--- src/rtl/msi_disp_pkg.sv ---
package msi_disp_pkg;
   localparam int LOG_FLD_W  = 3;
   localparam int CFG_DATA_W = 16;
   localparam int PAYLOAD_W  = 32;

   // limit the programmed vector-count exponent to what the block was built for
   function automatic logic [LOG_FLD_W-1:0] clamp_log(input logic [LOG_FLD_W-1:0] fld,
                                                      input int lim);
      if (int'(fld) > lim) return LOG_FLD_W'(lim);
      return fld;
   endfunction
endpackage

--- src/rtl/msi_vec_lim.sv ---
module msi_vec_lim
   import msi_disp_pkg::*;
#(
   parameter int NVEC_LOG = 5,
   localparam int NVEC = 1 << NVEC_LOG
) (
   input  logic [LOG_FLD_W-1:0] cfg_log_vec,
   input  logic [NVEC_LOG-1:0]  vec,
   output logic [LOG_FLD_W-1:0] eff_log,
   output logic [NVEC-1:0]      in_range,
   output logic [NVEC_LOG-1:0]  low_bits,
   output logic                 vec_ok
);
   assign eff_log = clamp_log(cfg_log_vec, NVEC_LOG);

   // one bit per vector slot: set when that slot lies below the allocated count
   for (genvar g = 0; g < NVEC; g++) begin : g_rng
      assign in_range[g] = ((NVEC_LOG'(g) >> eff_log) == '0);
   end

   // data bits that carry the vector number
   for (genvar b = 0; b < NVEC_LOG; b++) begin : g_low
      assign low_bits[b] = (LOG_FLD_W'(b) < eff_log);
   end

   assign vec_ok = in_range[vec];
endmodule

--- src/rtl/msi_pend_arb.sv ---
module msi_pend_arb #(
   parameter int NVEC_LOG = 5,
   localparam int NVEC = 1 << NVEC_LOG
) (
   input  logic                clk,
   input  logic                rst_n,
   input  logic                cap_en,
   input  logic                trim_en,
   input  logic [NVEC-1:0]     in_range,
   input  logic [NVEC-1:0]     blocked,
   input  logic [NVEC-1:0]     set_bits,
   input  logic [NVEC-1:0]     clr_bits,
   output logic [NVEC-1:0]     pnd,
   output logic                elig_any,
   output logic [NVEC-1:0]     pick_bits,
   output logic [NVEC_LOG-1:0] pick_idx
);
   logic [NVEC-1:0] pnd_q;
   logic [NVEC-1:0] elig;
   logic [NVEC-1:0] keep;
   logic [NVEC:0]   seen;

   assign elig     = pnd_q & ~blocked & in_range;
   assign elig_any = |elig;
   assign keep     = trim_en ? in_range : '1;

   // lowest eligible vector wins
   assign seen[0] = 1'b0;
   for (genvar i = 0; i < NVEC; i++) begin : g_pri
      assign pick_bits[i] = elig[i] & ~seen[i];
      assign seen[i+1]    = seen[i] | elig[i];
   end

   always_comb begin
      pick_idx = '0;
      for (int i = 0; i < NVEC; i++) begin
         if (pick_bits[i]) pick_idx = pick_idx | NVEC_LOG'(i);
      end
   end

   always_ff @(posedge clk) begin
      if (!rst_n)       pnd_q <= '0;
      else if (!cap_en) pnd_q <= '0;
      else              pnd_q <= ((pnd_q & keep) & ~clr_bits) | set_bits;
   end

   assign pnd = pnd_q;
endmodule

--- src/rtl/msi_msg_fmt.sv ---
module msi_msg_fmt
   import msi_disp_pkg::*;
#(
   parameter int ADDR_W   = 64,
   parameter int NVEC_LOG = 5
) (
   input  logic [ADDR_W-1:0]     cfg_addr,
   input  logic                  cfg_addr64,
   input  logic [CFG_DATA_W-1:0] cfg_data,
   input  logic [NVEC_LOG-1:0]   low_bits,
   input  logic [NVEC_LOG-1:0]   vec,
   output logic [ADDR_W-1:0]     addr,
   output logic [PAYLOAD_W-1:0]  data
);
   logic [CFG_DATA_W-1:0] lm;
   logic [CFG_DATA_W-1:0] vv;

   assign lm   = CFG_DATA_W'(low_bits);
   assign vv   = CFG_DATA_W'(vec) & lm;
   assign data = PAYLOAD_W'((cfg_data & ~lm) | vv);

   // target is dword aligned
   assign addr[1:0]  = 2'b00;
   if (ADDR_W > 32) begin : g_wide
      assign addr[31:2]       = cfg_addr[31:2];
      assign addr[ADDR_W-1:32] = cfg_addr64 ? cfg_addr[ADDR_W-1:32] : '0;
   end else begin : g_narrow
      assign addr[ADDR_W-1:2] = cfg_addr[ADDR_W-1:2];
   end
endmodule

--- src/rtl/msi_vec_dispatch.sv ---
module msi_vec_dispatch
   import msi_disp_pkg::*;
#(
   parameter int NVEC_LOG = 5,
   parameter int ADDR_W   = 64,
   parameter int RID_W    = 16,
   localparam int NVEC = 1 << NVEC_LOG
) (
   input  logic                  clk,
   input  logic                  rst_n,
   input  logic                  cfg_enable,
   input  logic                  cfg_mask_cap,
   input  logic                  cfg_addr64,
   input  logic [ADDR_W-1:0]     cfg_addr,
   input  logic [CFG_DATA_W-1:0] cfg_data,
   input  logic [LOG_FLD_W-1:0]  cfg_log_vec,
   input  logic [NVEC-1:0]       cfg_mask,
   input  logic                  cfg_wr_pulse,
   input  logic [RID_W-1:0]      func_rid,
   input  logic                  req_valid,
   input  logic [NVEC_LOG-1:0]   req_vec,
   output logic                  req_bad,
   output logic [NVEC-1:0]       pend_bits,
   output logic                  msg_valid,
   input  logic                  msg_ready,
   output logic [ADDR_W-1:0]     msg_addr,
   output logic [PAYLOAD_W-1:0]  msg_data,
   output logic [RID_W-1:0]      msg_rid
);
   if (NVEC_LOG < 1 || NVEC_LOG > 5) begin : g_bad_nvec
      $error("NVEC_LOG must lie in 1..5");
   end
   if (ADDR_W < 32 || ADDR_W > 64) begin : g_bad_addr
      $error("ADDR_W must lie in 32..64");
   end
   if (RID_W < 1) begin : g_bad_rid
      $error("RID_W must be positive");
   end

   logic [LOG_FLD_W-1:0] eff_log;
   logic [NVEC-1:0]      in_range;
   logic [NVEC_LOG-1:0]  low_bits;
   logic                 vec_ok;

   msi_vec_lim #(.NVEC_LOG(NVEC_LOG)) i_lim (
      .cfg_log_vec (cfg_log_vec),
      .vec         (req_vec),
      .eff_log     (eff_log),
      .in_range    (in_range),
      .low_bits    (low_bits),
      .vec_ok      (vec_ok)
   );

   logic                msg_v_q;
   logic                drain_q;
   logic                slot_free;
   logic                req_take;
   logic                req_masked;
   logic                drain_go;
   logic                scan_send;
   logic                direct_send;
   logic                req_queue;
   logic                trim_en;
   logic [NVEC-1:0]     blocked;
   logic [NVEC-1:0]     set_bits;
   logic [NVEC-1:0]     clr_bits;
   logic                elig_any;
   logic [NVEC-1:0]     pick_bits;
   logic [NVEC_LOG-1:0] pick_idx;
   logic [NVEC_LOG-1:0] sel_vec;
   logic [ADDR_W-1:0]   nx_addr;
   logic [PAYLOAD_W-1:0] nx_data;

   assign slot_free   = !msg_v_q || msg_ready;
   assign blocked     = cfg_mask_cap ? cfg_mask : '0;
   assign req_take    = req_valid && vec_ok && cfg_enable;
   assign req_masked  = req_take && cfg_mask_cap && cfg_mask[req_vec];
   assign drain_go    = drain_q && cfg_enable && cfg_mask_cap;
   assign scan_send   = drain_go && elig_any && slot_free;
   assign direct_send = req_take && !req_masked && slot_free && !(drain_go && elig_any);
   assign req_queue   = req_take && !req_masked && !direct_send && cfg_mask_cap;
   assign trim_en     = cfg_wr_pulse && cfg_enable && cfg_mask_cap;
   assign set_bits    = (req_masked || req_queue) ? (NVEC'(1) << req_vec) : '0;
   assign clr_bits    = scan_send ? pick_bits : '0;
   assign sel_vec     = scan_send ? pick_idx : req_vec;

   msi_pend_arb #(.NVEC_LOG(NVEC_LOG)) i_arb (
      .clk       (clk),
      .rst_n     (rst_n),
      .cap_en    (cfg_mask_cap),
      .trim_en   (trim_en),
      .in_range  (in_range),
      .blocked   (blocked),
      .set_bits  (set_bits),
      .clr_bits  (clr_bits),
      .pnd       (pend_bits),
      .elig_any  (elig_any),
      .pick_bits (pick_bits),
      .pick_idx  (pick_idx)
   );

   msi_msg_fmt #(.ADDR_W(ADDR_W), .NVEC_LOG(NVEC_LOG)) i_fmt (
      .cfg_addr   (cfg_addr),
      .cfg_addr64 (cfg_addr64),
      .cfg_data   (cfg_data),
      .low_bits   (low_bits),
      .vec        (sel_vec),
      .addr       (nx_addr),
      .data       (nx_data)
   );

   // drain request: raised by a config write or by a queued request
   always_ff @(posedge clk) begin
      if (!rst_n)                         drain_q <= 1'b0;
      else if (trim_en || req_queue)      drain_q <= 1'b1;
      else if (!cfg_enable || !cfg_mask_cap) drain_q <= 1'b0;
      else if (drain_q && !elig_any)      drain_q <= 1'b0;
   end

   always_ff @(posedge clk) begin
      if (!rst_n) begin
         msg_v_q  <= 1'b0;
         msg_addr <= '0;
         msg_data <= '0;
         msg_rid  <= '0;
         req_bad  <= 1'b0;
      end else begin
         req_bad <= req_valid && !vec_ok;
         if (slot_free) begin
            msg_v_q <= scan_send || direct_send;
            if (scan_send || direct_send) begin
               msg_addr <= nx_addr;
               msg_data <= nx_data;
               msg_rid  <= func_rid;
            end
         end
      end
   end

   assign msg_valid = msg_v_q;
endmodule

--- config.mk ---
export PLATFORM = sky130hd
export DESIGN_NAME = msi_vec_dispatch
export DESIGN_NICKNAME = d
export VERILOG_FILES = /design/src/rtl/msi_disp_pkg.sv /design/src/rtl/msi_vec_lim.sv /design/src/rtl/msi_pend_arb.sv /design/src/rtl/msi_msg_fmt.sv /design/src/rtl/msi_vec_dispatch.sv
export SDC_FILE = /design/constraint.sdc
export NUM_CORES = 1
export LEC_CHECK = 0
export BUFFER_PORTS_ARGS = -buffer_cell sky130_fd_sc_hd__buf_2
export CAP_MARGIN = 25
export CORE_MARGIN = 1
export CORE_UTILIZATION = 28
export CTS_BUF_LIST = sky130_fd_sc_hd__clkbuf_16
export CTS_CLUSTER_DIAMETER = 30
export DETAILED_ROUTE_END_ITERATION = 10
export GPL_ROUTABILITY_DRIVEN = 0
export PLACE_DENSITY = 0.55
export SETUP_SLACK_MARGIN = 0.15
export SLEW_MARGIN = 30
export SYNTH_ARGS = -nofsm -noshare
export SYNTH_HDL_FRONTEND = slang
export SYNTH_SLANG_ARGS = --single-unit
export TNS_END_PERCENT = 50
--- constraint.sdc ---
create_clock -name clk -period 3 [get_ports clk]
set_input_delay 0.3 -clock clk [delete_from_list [all_inputs] [get_ports clk]]
set_output_delay 0.3 -clock clk [all_outputs]
set_load 0.02 [all_outputs]
Word-level counts from Yosys, hierarchy flattened:

Index checks and enable logic that the tools add are counted.

* logic and storage cells: 289
* input port bits: 144
* bits in registers: 147

* magnitude comparators: 7
* bitwise logic cells: 103
* mux-type cells: 72
* eq/ne operators: 3
* shift operators: 33
* reduce and logical (&&, ||, !) cells: 64

Operators with widths (count)
* 2-to-1 mux 32 bit: 12
* 2-to-1 mux 64 bit: 5
* zero test 5 bit: 32
* AND 32 bit: 4
* 2-to-1 mux 5 bit: 17
* 2-to-1 mux 16 bit: 5
* right shift 5 x 3 -> 5 bit, first input constant: 16
* NOT 32 bit: 2
* right shift 4 x 3 -> 5 bit, first input constant: 8
* AND 16 x 32 -> 32 bit: 1
* 2-to-1 mux 4 bit: 8
* NOT 5 -> 32 bit: 1
* bitwise OR 32 x 16 -> 32 bit: 1
* bitwise OR 32 bit: 1
* OR reduction 32 bit: 1
* left shift 1 x 5 -> 32 bit, first input constant: 1
* AND 1 bit: 31
* NOT 1 bit: 31
* bitwise OR 1 bit: 30
* right shift 3 x 3 -> 5 bit, first input constant: 4
* 2-to-1 mux 3 bit: 6
* logical AND 1 bit: 17
* 2-to-1 mux 1 bit: 15
* binary-select mux 1 bit (select 5 bit): 2
* other kinds (14): 31

Longest topological paths before layout:

Gate-level depths: netlist of the first run.

* word-level depth: 47
* gate-level depth with buffers: 13
* gate-level depth less buffers: 8

Cells and area by module:

From an unflattened synthesis of the first run, not the netlist that was laid out.

* cells, all modules: 1201
* area, all modules: 9350.2 um^2

Modules (own cells, without submodules)
* msi_vec_dispatch: area each 5586.6 um^2, instances 1, cells each 666, seq. area each 2302.2 um^2
* msi_pend_arb: area each 2277.2 um^2, instances 1, cells each 325, seq. area each 640.6 um^2
* msi_msg_fmt: area each 758.2 um^2, instances 1, cells each 100, seq. area each 0.0 um^2
* msi_vec_lim: area each 728.2 um^2, instances 1, cells each 110, seq. area each 0.0 um^2

Worst setup path before layout of the first run:

Ideal clock, no wire load.

* path kind: flip-flop to flip-flop
* start point: reg i_arb.pnd_q[10] (netlist: i_arb.pnd[10])
* end point: reg msg_data[10]
* slack: 0.219 ns
* path buffers: 3
* cell stages (with the launch flop): 12
* required time: 2.868 ns
* arrival: 2.648 ns
* cells stage by stage: dfxtp_1 nor2b_1 or4_1 o31ai_2 nand3_1 o21a_2 a31o_1 clkbuf_1 buf_6 buf_6 nand2_1 a21oi_1

* word-level cells in the longest chain between the ends: 9
* elaborated cells on any way between the ends: 10
* those cells by class: eq/ne: 1; bitwise: 2; reduce/logical: 7

Ends and longest elaborated chain
* start: declaration: RTL line msi_pend_arb.sv:18 `logic [NVEC-1:0] pnd_q;`
* start signal: assignment: RTL line msi_pend_arb.sv:44 `else pnd_q <= ((pnd_q & keep) & ~clr_bits) | set_bits;`
* AND 32 bit * (2 in a row): RTL line msi_pend_arb.sv:23 `assign elig = pnd_q & ~blocked & in_range;`
* OR reduction 32 bit *: RTL line msi_pend_arb.sv:24 `assign elig_any = |elig;`
* logical AND 1 bit *: RTL line msi_vec_dispatch.sv:79, msi_vec_dispatch.sv:80
* zero test 1 bit: RTL line msi_vec_dispatch.sv:80 `assign direct_send = req_take && !req_masked && slot_free && !(drain_go && elig_any);`
* logical AND 1 bit: RTL line msi_vec_dispatch.sv:80
* logical OR 1 bit *: RTL line msi_vec_dispatch.sv:131 `if (scan_send || direct_send) begin`
* != test 2 x 1 -> 1 bit (no source line) *
* AND reduction 2 bit (no source line) *
* end signal: assignment: RTL line msi_vec_dispatch.sv:133 `msg_data <= nx_data;`
* end: declaration: RTL line msi_vec_dispatch.sv:27 `output logic [PAYLOAD_W-1:0] msg_data,`

Every way passes the cells marked *; elsewhere a longest branch is shown, timed or not.
A chain may end at the register's enable or synchronous reset.

Final worst setup path of the first run:

* start point: reg i_arb.pnd_q[10] (netlist: i_arb.pnd[10])
* end point: reg msg_data[1]

* word-level cells in the longest chain between the ends: 34
* elaborated cells on any way between the ends: 84
* those cells by class: eq/ne: 1; mux: 28; bitwise: 48; reduce/logical: 7

Ends and longest elaborated chain
* AND 32 bit * (2 in a row): RTL line msi_pend_arb.sv:23
* bitwise OR 1 bit: RTL line msi_pend_arb.sv:31 `assign seen[i+1] = seen[i] | elig[i];`
* NOT 1 bit or bitwise OR 1 bit (tied branches): RTL line msi_pend_arb.sv:30, msi_pend_arb.sv:31
* AND 1 bit or bitwise OR 1 bit (tied branches): RTL line msi_pend_arb.sv:30, msi_pend_arb.sv:31
* 2-to-1 mux 4 bit or bitwise OR 1 bit (tied branches): RTL line msi_pend_arb.sv:37, msi_pend_arb.sv:31
* 2-to-1 mux 4 bit (tied with other cells) (3 in a row): RTL line msi_pend_arb.sv:37 `if (pick_bits[i]) pick_idx = pick_idx | NVEC_LOG'(i);`
* 2-to-1 mux 4 bit or bitwise OR 1 bit (tied branches): RTL line msi_pend_arb.sv:37, msi_pend_arb.sv:31
* 2-to-1 mux 5 bit (tied with other cells) (3 in a row): RTL line msi_pend_arb.sv:37
* [13 not listed]
* 2-to-1 mux 5 bit: RTL line msi_vec_dispatch.sv:85 `assign sel_vec = scan_send ? pick_idx : req_vec;`
* AND 5 bit: RTL line msi_msg_fmt.sv:19 `assign vv = CFG_DATA_W'(vec) & lm;`
* bitwise OR 32 x 16 -> 32 bit: RTL line msi_msg_fmt.sv:20 `assign data = PAYLOAD_W'((cfg_data & ~lm) | vv);`
* 2-to-1 mux 32 bit: RTL line msi_vec_dispatch.sv:131
* 2-to-1 mux 32 bit: RTL line msi_vec_dispatch.sv:129 `if (slot_free) begin`
* 2-to-1 mux 32 bit: RTL line msi_vec_dispatch.sv:121 `if (!rst_n) begin`
* 2-to-1 mux 32 bit: RTL line msi_vec_dispatch.sv:129
* 2-to-1 mux 32 bit: RTL line msi_vec_dispatch.sv:121

Every way passes the cells marked *; elsewhere a longest branch is shown, timed or not. The select of a mux whose other input is x is not followed.

==> results of run 1 <==
## synthesized netlist by cell type, types with 3 or more instances
master	n	share of area
inv_1	11	0.0064
buf_2	17	0.013
dfxtp_1	129	0.40
nor2_1	21	0.012
or2_2	4	0.0039
o221ai_1	5	0.0067
a21oi_1	106	0.082
nand4_1	6	0.0058
nand2b_1	21	0.020
a211oi_1	3	0.0035
nand3_1	49	0.038
mux4_2	7	0.024
a21boi_0	7	0.0081
or4_1	3	0.0035
o21ai_1	5	0.0039
buf_1	4	0.0023
nor3_1	12	0.0092
nand3b_1	4	0.0046
o211ai_1	21	0.024
nor2b_1	6	0.0058
a31oi_1	8	0.0077
o2111ai_1	5	0.0067
o21ai_0	37	0.029
o21bai_1	3	0.0035
nand2_1	200	0.12
or3_1	4	0.0039
clkbuf_1	24	0.014
a21bo_2	4	0.0062
o311ai_0	12	0.016
buf_6	12	0.021
nor4_1	6	0.0058
and3_1	6	0.0058
buf_4	19	0.022
a21o_1	5	0.0058
nand4b_1	4	0.0054
## routing by layer
layer / track usage / part of all wire
met3: 0.04483 / 0.071
met2: 0.3195 / 0.47
met1: 0.2308 / 0.43
met4: 0.07638 / 0.023
met5: 0 / 0
## kinds of logic (layout without fill, tap and decap cells)
family | count (synthesis) | after routing | synth area share
flip-flops | 129 | 129 | 0.3977
AND/OR/NAND/NOR | 355 | 355 | 0.2507
AO/OA/AOI/OAI | 247 | 247 | 0.2410
other | 1 | 18 | 0.0005775
multiplexers | 11 | 11 | 0.03083
buffers and inverters | 88 | 372 | 0.07919
## per-stage QoR
stage | util | hold slack, ps | cell area, um^2 | setup WS, ps
global placement | 0.3660 | 435.7 | 8312 | 61.59
floorplan | - | 440.5 | 6558 | 219.4
finish | 0.3958 | 124.4 | 8989 | 284.3
detailed placement | 0.3660 | 439.6 | 8312 | 61.19
global route | 0.3958 | 109.7 | 8989 | 151.1
CTS | 0.3933 | 100.2 | 8931 | 226.6
## power groups by stage
stage	clock network (mW)	registers (mW)	logic, mW
final	2.20	1.77	0.537
after global routing	2.32	1.77	0.582
after CTS	2.26	1.77	0.531
after detailed placement	0	1.81	0.530
after global placement	0	1.81	0.530
after floorplan	0	1.86	0.267
## worst min-delay path, stage by stage
cell and delay, ps:
buf_2 90, nand2_1 40, a21oi_1 50
## layout make-up
cell class / count / share of cell area
repair buffers: 329 / 0.2120
clock buffers: 17 / 0.04733
multi-input cells: 631 / 0.3875
clock inverters: 15 / 0.02158
inverters: 11 / 0.004594
flip-flops and latches: 129 / 0.2873
well taps: 285 / 0.03967
## repair_timing
| action | CTS | global route |
|---|---|---|
| gates resized for setup | 0 | 3 |
| endpoints found under the setup margin | 0 | 105 |
| buffers inserted | 0 | 2 |
## path summary, 6_finish.rpt
check,slack [ps],from,depth (start not counted),endpoint
setup / recovery,280,i_arb.pnd[10],10,msg_data[1]
hold / removal,120,cfg_data[6],3,msg_data[6]
setup reg to reg,280,i_arb.pnd[10],10,msg_data[1]
hold reg to reg,450,msg_addr[10],2,msg_addr[10]
## sequential cells by signal, indices dropped and copies added, names as in the netlist
name	count
msg_rid	16
msg_valid	1
i_arb.pnd	32
msg_addr	62
drain_q	1
req_bad	1
msg_data	16
==> results by group, run 1 <==
Outcome
  • Status: complete, no violations

Worst hold path
  • Hold Path Class: input pin to flip-flop

STA
  • RSZ-0062 raised after global routing: no
  • Endpoints failing setup: 0
  • Fin Setup TNS: 0 ps
  • F_max: around 370 MHz
  • Worst slew pin tran: 864.9 ps
  • Layout Skew: 13.70 ps
  • Fin. Hold Viols: 0
  • Final worst path period share: 0.9052
  • Fin. max-slew vios: 0
  • Period minus WS final: 2716 ps
  • Relative slew slack: 0.4207

Clock network
  • Max Buffers Root-to-Sink: 2
  • H-tree depth: 4
  • Clock Latency Late Sink: between 400 and 500 ps
  • Clock transition at the registers of the reported paths: 70 ps
  • CTS Hold Buffers Added: 0
  • Clk sinks: 129
  • CTS tree: built
  • Root Buffer: clkbuf_16
  • CTS buffer count: 17

Floorplan
  • Die Ht: between 150 and 200 um
  • Core Rows: 55
  • Die W: 154.3 um
  • Die Area: 23810 um^2
  • # IOs: between 200 and 300
  • Starting density of the core: 0.2860
  • Core ar.: 22710 um^2

Power and ir drop
  • Static leakage: 3.909 nW
  • Max VDD drop: 356.2 uV
  • Clk pwr share: 0.488
  • Logic pwr share: 0.119
  • Internal power: 3.296 mW
  • PD cells: 501.1 nW/um^2
  • Switching share of total power: 0.2683
  • P_sw: 1.208 mW
  • Sequential Power Share: 0.393
  • Tot Pwr: ~4.5 mW

Logic synthesis
  • Main synth FF type: dfxtp_1
  • FFs w/ async S/R, synth: 0
  • Post-synth EDFFs: 0
  • Yosys warning count: 0
  • Number of synthesized register bits: 129
  • Register area share after synthesis: 0.3977
  • Cell count after synthesis: 831
  • Synthesized cell area: ~6500 um^2
  • Synthesized area per cell: 7.814 um^2
  • Count of cell types in the netlist: 66

Routing
  • DRC viols: 0
  • WL/cell: 16.43 um
  • Drt total wl: 23.28 mm
  • Via/cell ratio: about 5.1
  • Routed via count: 7192
  • DR pass1 iterations: 5
  • Starting DRC count in detailed routing: 559
  • DRT antenna net count: 0

Cells and area
  • Most frequent cells in the layout: buf_2, nand2_1, dfxtp_1
  • Sequential cell area: 2582 um^2
  • Multi-input gate area: around 3500 um^2
  • Fillers: 2395
  • Area grow syn2layout: 38.42%
  • Leading cell type in the layout, fill and taps excluded: buf_2
  • Finished Layout Cells: 1417
  • Final #Nets: 1263
  • Layout cells sized above 1: 0.3419
  • Diode count: 0

Critical path
  • Endpoint class of the critical path: flip-flop
  • CP peak stage delay: roughly 600 ps
  • CP max FO: 6
  • Worst EP required: around 3300 ps
  • CP dominant cell by count: buf_4
  • CP Launch Type: flip-flop
  • Critical-path top delay cell: or4_1
  • Worst path bufs/invs: 3
  • Crit path DAT: ~3000 ps
  • CP Cell Sequence: nor2b_1, or4_1, o31ai_4, buf_4, o2111ai_2, buf_4, o21ai_0, buf_4, o311ai_0, a31oi_1
  • Critical path class: flip-flop to flip-flop
  • Delay-heaviest family, CP: compound AO/OA/AOI/OAI gates

Global route
  • Grt ovf: 0
  • Vias in the first global route: roughly 6500
  • Global-route wire length before repair: 35.21 mm
  • Largest net degree at the start of global routing: 61
  • GR Util All Layers: 0.1890
  • Initial antenna violation count: 0

Place
  • DP Wirelength: 17.39 mm
  • IO Port Bufs: 269
  • Placed insts: 1382

Flow run
  • Max-cap violations: 0
No activity file was read; power rests on OpenSTA's default activity.
==> inputs of run 2 (changes only) <==
--- a/config.mk
+++ b/config.mk
@@ -8,11 +8,13 @@
 export BUFFER_PORTS_ARGS = -buffer_cell sky130_fd_sc_hd__buf_2
 export CAP_MARGIN = 25
+export CELL_PAD_IN_SITES_DETAIL_PLACEMENT = 1
+export CELL_PAD_IN_SITES_GLOBAL_PLACEMENT = 2
 export CORE_MARGIN = 1
-export CORE_UTILIZATION = 28
+export CORE_UTILIZATION = 25
 export CTS_BUF_LIST = sky130_fd_sc_hd__clkbuf_16
 export CTS_CLUSTER_DIAMETER = 30
 export DETAILED_ROUTE_END_ITERATION = 10
 export GPL_ROUTABILITY_DRIVEN = 0
-export PLACE_DENSITY = 0.55
+export PLACE_DENSITY = 0.82
 export SETUP_SLACK_MARGIN = 0.15
 export SLEW_MARGIN = 30
==> constraint.sdc (replaced) <==
create_clock -name clk -period 3 [get_ports clk]
set_input_delay 0.15 -clock clk [delete_from_list [all_inputs] [get_ports clk]]
set_output_delay 0.15 -clock clk [all_outputs]
set_load 0.02 [all_outputs]
==> run 2 against run 1 <==
Effect of this change: routed wire length is 21% higher; worst setup slack got worse by 16 ps; total power shrank 0.72%; global-route usage is 1.6 points higher; critical path type unchanged; register-to-register slack worse by 20 ps; via count up 5.1%.
==> results by group, run 2 (synthesis gave the netlist of run 1 again) <==
Clock network
  • CTS buffer count: 17 (unchanged)
  • Clock transition at the registers of the reported paths: 60 ps (about the same)
  • Max Buffers Root-to-Sink: 2 (unchanged)
  • CTS tree: built
  • H-tree depth: 4 (unchanged)
  • Clk sinks: 129 (unchanged)
  • Root Buffer: clkbuf_16
  • Clock Latency Late Sink: 430 ps (+20 ps)

Cells and area
  • Finished Layout Cells: 1534 (+8.3%)
  • Final #Nets: 1334 (+5.6%)
  • Area grow syn2layout: 50.64%
  • Fin util: 0.3862 (-0.009586)
  • Reg with most FFs: msg_addr
  • Fillers: 3113 (+30%)
  • Leading cell type in the layout, fill and taps excluded: buf_2
  • Max reg flops: 62 (unchanged)
  • Layout cells sized above 1: 0.3142 (-0.02766)
  • Most frequent cells in the layout: buf_2, nand2_1, dfxtp_1

STA
  • Worst slew pin tran: 848.0 ps (-16.95 ps)
  • Fin. max-slew vios: 0 (unchanged)
  • F_max: 366.1 MHz (-0.58%)
  • Fin. Hold Viols: 0 (unchanged)
  • Endpoints failing setup: 0 (unchanged)
  • Period minus WS final: 2732 ps (+15.95 ps)
  • Relative slew slack: 0.4320 (+0.01135)
  • Fin Setup TNS: 0 ps (unchanged)
  • Fin worst setup slack: 268.3 ps (-15.95 ps)
  • RSZ-0062 raised after global routing: no
  • Final worst path period share: 0.9106 (+0.005316)
  • Layout Skew: 15.79 ps (+2.093 ps)

Place
  • DP Wirelength: 19.84 mm (+14%)
  • IO Port Bufs: 269 (unchanged)
  • Placed insts: 1416 (+2.5%)
  • Setup WS pre-CTS: 87.99 ps (+26.80 ps)

Global route
  • Largest net degree at the start of global routing: 56 (-8.2%)
  • Global-route wire length before repair: 42.14 mm (+20%)
  • Grt ovf: 0 (unchanged)
  • Initial antenna violation count: 1 (+1)
  • GR Util All Layers: 0.2048 (+0.01580)
  • Vias in the first global route: 7564 (+16%)

Critical path
  • Critical path class: flip-flop to flip-flop
  • CP max FO: 27 (+21)
  • RR Startpoint: i_arb.pnd[1]
  • Endpoint class of the critical path: flip-flop
  • Crit path DAT: 3000 ps (-50 ps)
  • CP Launch Type: flip-flop
  • Crit path launch: i_arb.pnd[1]
  • Worst EP required: 3270 ps (-70 ps)

Routing
  • Metal3 WL: 1.900 mm (+15%)
  • Wire length on met2: 13.69 mm (+24%)
  • Routed via count: 7562 (+5.1%)
  • Drt total wl: 28.16 mm (+21%)
  • Starting DRC count in detailed routing: 551 (-1.4%)
  • DR pass1 iterations: 5 (unchanged)
  • WL/cell: 18.36 um (+12%)
  • DRC viols: 0 (unchanged)
  • DRT antenna net count: 0 (unchanged)
  • DR top layer: met4
  • WL met1: 11.91 mm (+18%)
  • Via/cell ratio: 4.930 (-2.9%)

Worst hold path
  • Hold wc startpoint: cfg_addr[48]
  • Hold Path Class: input pin to flip-flop

Floorplan
  • Die W: 163.2 um (+5.8%)
  • Starting density of the core: 0.2564 (-0.02955)
  • Die Ht: 163.2 um (+5.8%)
  • Die Area: 26620 um^2 (+12%)
  • Core Rows: 58 (+5.5%)
  • Core ar.: 25330 um^2 (+12%)
  • # IOs: 290 (unchanged)

Flow run
  • Max-cap violations: 0 (unchanged)

Power and ir drop
  • Max VDD drop: 313.7 uV (-12%)
  • Static leakage: 4.178 nW (+6.9%)
  • PD cells: 457.1 nW/um^2 (-8.8%)
  • Tot Pwr: 4.472 mW (-0.72%)

Outcome
  • Status: complete, no violations
## run 2: cell count changes in the layout (fill, tap and decap cells not counted), moves of 2 or more
cell,delta
buf_4,-12
bufinv_16,-2
clkinv_4,-2
clkinvlp_4,+2
dlygate4sd3_1,+83
nor4_1,-2
nor4_2,+2
## run 2: what timing repair did
action | CTS | global route
hold buffers | 83 | 0
resized for setup | 0 | 8
setup buffers | 0 | 1
endpoints found under the hold margin | 83 | 0
endpoints found under the setup margin | 0 | 84
## run 2: worst paths after layout
kind	depth (start not counted)	endpoint	slack, ps
setup / recovery	11	msg_data[1]	270
hold / removal	3	msg_addr[48]	20
setup reg to reg	11	msg_data[1]	270
hold reg to reg	2	msg_rid[15]	450
## run 2: final cells by class
type	instances	area, um^2	area share
antenna	1	2.502	0.0002558
multi-input combinational	631	3517	0.3596
timing repair buffer	400	2655	0.2714
clock buffer	17	425.4	0.04349
tap	330	412.9	0.04221
sequential	129	2582	0.2640
clock inverter	15	145.1	0.01484
inverter	11	41.29	0.004221
## run 2: per-layer routing
layer	track usage	vias up
met5	0	-
met3	0.04215	48
met2	0.3554	276
li1	-	3645
met1	0.2453	3593
met4	0.08029	0
## run 2: worst max-delay path: stages (launching register included)
cell      delay [ps]
dfxtp_1          330
a21boi_0         140
a221o_1          420
nor4_2           450
nand3_2          190
buf_4            200
o21ai_2          180
buf_12           210
nand2b_1          70
o311ai_0         130
buf_4            200
a31oi_1           60
## run 2: through the flow
step | hold slack (ps) | area [um^2]
6_report | 15.25 | 9782
3_3_place_gp | 395.8 | 8298
4_1_cts | 0.8146 | 9699
3_5_place_dp | 402.0 | 8298
2_1_floorplan | 290.5 | 6558
5_1_grt | 12.69 | 9782
## run 2: power by group
| part | switching [mW] | total, mW | internal (mW) |
|---|---|---|---|
| Sequential | 0.0182 | 1.77 | 1.75 |
| Combinational | 0.365 | 0.644 | 0.279 |
| Clock | 0.894 | 2.06 | 1.16 |
| Total | 1.28 | 4.47 | 3.20 |
==> inputs of run 3 (changes only) <==
- PLACE_DENSITY: 0.82 -> 0.9
==> run 3 against run 2 <==
Effect of this change: clock-buffer cell count did not move; routed wire length is 2.3% lower; non-clock buffer count down 15; flip-flop and latch count is the same; first-iteration DRC count shrank 17%; core utilization is 0.58 points lower; via count increased by 0.50%; worst hold slack worse by 2.4 ps; design area fell by 1.5%; clock skew fell by 2.9 ps; register-to-register slack about the same.
==> results by group, run 3 (synthesis gave the netlist of run 1 again) <==
STA
  • Period minus WS final: 2735 ps (+3.345 ps)
  • Relative slew slack: 0.4683 (+0.03625)
  • Endpoints failing setup: 0 (unchanged)
  • Fin. Hold Viols: 0 (unchanged)
  • Layout Skew: 12.90 ps (-2.887 ps)
  • RSZ-0062 raised after global routing: yes
  • Fin Setup TNS: 0 ps (unchanged)
  • Final worst path period share: 0.9117 (+0.001115)
  • Final hold slack: 12.85 ps (-2.397 ps)
  • F_max: 365.6 MHz (-0.12%)
  • Worst slew pin tran: 793.9 ps (-54.13 ps)
  • Fin. max-slew vios: 0 (unchanged)

Routing
  • WL met1: 11.87 mm (-0.32%)
  • Wire length on met2: 13.25 mm (-3.2%)
  • Drt total wl: 27.52 mm (-2.3%)
  • Starting DRC count in detailed routing: 457 (-17%)
  • DR pass1 iterations: 5 (unchanged)
  • DRC viols: 0 (unchanged)
  • Via/cell ratio: 5.000 (+1.4%)
  • Metal3 WL: 1.529 mm (-20%)
  • DR top layer: met4
  • Routed via count: 7600 (+0.50%)
  • DRT antenna net count: 0 (unchanged)
  • WL/cell: 18.10 um (-1.4%)

Critical path
  • Critical-path top delay cell: or4_1
  • Delay-heaviest family, CP: compound AO/OA/AOI/OAI gates
  • Worst EP required: 3270 ps (about the same)
  • CP peak stage delay: 530 ps (+80 ps)
  • R2r setup slk: 260 ps (about the same)
  • Critical path class: flip-flop to flip-flop
  • CP max FO: 9 (-67%)
  • Endpoint class of the critical path: flip-flop
  • CP Launch Type: flip-flop
  • Crit path DAT: 3000 ps (about the same)
  • Worst path bufs/invs: 1 (-2)
  • CP Cell Sequence: a21boi_0, a221o_1, nor4_4, buf_4, o2111ai_2, o32ai_1, or4_1, o211ai_1, a31oi_1

Clock network
  • Clock Latency Late Sink: 420 ps (about the same)
  • Max Buffers Root-to-Sink: 2 (unchanged)
  • Clock transition at the registers of the reported paths: 60 ps (about the same)
  • CTS buffer count: 17 (unchanged)
  • CTS tree: built
  • Clk sinks: 129 (unchanged)
  • Root Buffer: clkbuf_16
  • H-tree depth: 4 (unchanged)

Floorplan
  • Die W: 163.2 um (unchanged)
  • Die Ht: 163.2 um (unchanged)
  • Die Area: 26620 um^2 (unchanged)
  • Core ar.: 25330 um^2 (unchanged)
  • Core Rows: 58 (unchanged)
  • Starting density of the core: 0.2564 (unchanged)
  • # IOs: 290 (unchanged)

Cells and area
  • Layout cells sized above 1: 0.3140 (about the same)
  • Final #Nets: 1319 (-1.1%)
  • Most frequent cells in the layout: buf_2, nand2_1, dfxtp_1
  • Max reg flops: 62 (unchanged)
  • Area grow syn2layout: 48.38%
  • Leading cell type in the layout, fill and taps excluded: buf_2
  • Reg with most FFs: msg_addr

Place
  • DP Wirelength: 19.20 mm (-3.2%)
  • IO Port Bufs: 269 (unchanged)

Power and ir drop
  • P_sw: 1.235 mW (-3.3%)
  • Logic pwr share: 0.139 (-0.005)
  • Switching share of total power: 0.2754 (-0.01010)
  • PD cells: 465.3 nW/um^2 (+1.8%)
  • Internal power: 3.249 mW (+1.7%)
  • Max VDD drop: 280.8 uV (-10%)
  • Clk pwr share: 0.466 (+0.006)
  • Sequential Power Share: 0.395 (about the same)
  • Static leakage: 4.103 nW (-1.8%)

Global route
  • Grt ovf: 0 (unchanged)
  • GR Util All Layers: 0.1986 (-0.006173)
  • Vias in the first global route: 7609 (+0.59%)
  • Initial antenna violation count: 2 (+1)
  • Global-route wire length before repair: 41.08 mm (-2.5%)
  • Largest net degree at the start of global routing: 57 (+1.8%)

Outcome
  • Status: complete, no violations

Flow run
  • Max-cap violations: 0 (unchanged)

Worst hold path
  • Hold Path Class: input pin to flip-flop
-- run 3: final cells by class --
class                   count  area, um^2
clock inverters            15       156.4
repair buffers            385        2496
multi-input cells         631        3516
well taps                 330       412.9
inverters                  11       41.29
fillers                  3106       15690
diodes                      2       5.005
clock buffers              17       425.4
flip-flops and latches    129        2582
-- run 3: timing repair --
action / in CTS / in global routing
endpoints found under the setup margin: 2 / 126
hold buffers: 73 / 0
endpoints found under the hold margin: 73 / 0
pin swaps: 0 / 1
gates resized for setup: 3 / 8
cloned: 0 / 1
setup buffers: 0 / 3
-- run 3: path summary, 6_finish.rpt --
check | start | end | cells past startpoint
worst max-delay path | i_arb.pnd[1] | msg_data[2] | 9
worst max register to register | i_arb.pnd[1] | msg_data[2] | 9
worst min register to register | msg_addr[3] | msg_addr[3] | 2
worst min-delay path | cfg_addr[60] | msg_addr[60] | 3
-- run 3: worst register-to-register path: stages (launching register included) --
cell       delay (ps)
dfxtp_1           370
a21boi_0          350
a221o_1           320
nor4_4             90
buf_4             190
o2111ai_2         200
o32ai_1           200
or4_1             530
o211ai_1          230
a31oi_1           110
-- run 3: stage by stage --
stage | setup slack [ps] | total power, mW | instances | utilization | cell area [um^2]
after floorplan | 219.4 | 2.122 | 848 | - | 6558
after global placement | 99.59 | 2.332 | 1409 | 0.3246 | 8220
after detailed placement | 49.08 | 2.339 | 1409 | 0.3246 | 8220
after CTS | 147.1 | 4.521 | 1514 | 0.3765 | 9537
after global routing | 138.2 | 4.651 | 1520 | 0.3804 | 9635
final | 265.0 | 4.483 | 1520 | 0.3804 | 9635
-- run 3: power groups by stage --
stage               Sequential [mW]  Combinational [mW]  Clock, mW
floorplan                      1.86               0.267          0
global placement               1.81               0.526          0
detailed placement             1.81               0.531          0
CTS                            1.77               0.610       2.14
global route                   1.77               0.671       2.21
finish                         1.77               0.623       2.09
-- run 3: metal layers --
layer	vias to the layer above	GRT usage
li1	3621	-
met1	3648	0.2344
met2	277	0.3419
met3	54	0.04012
met4	0	0.09473
met5	-	0
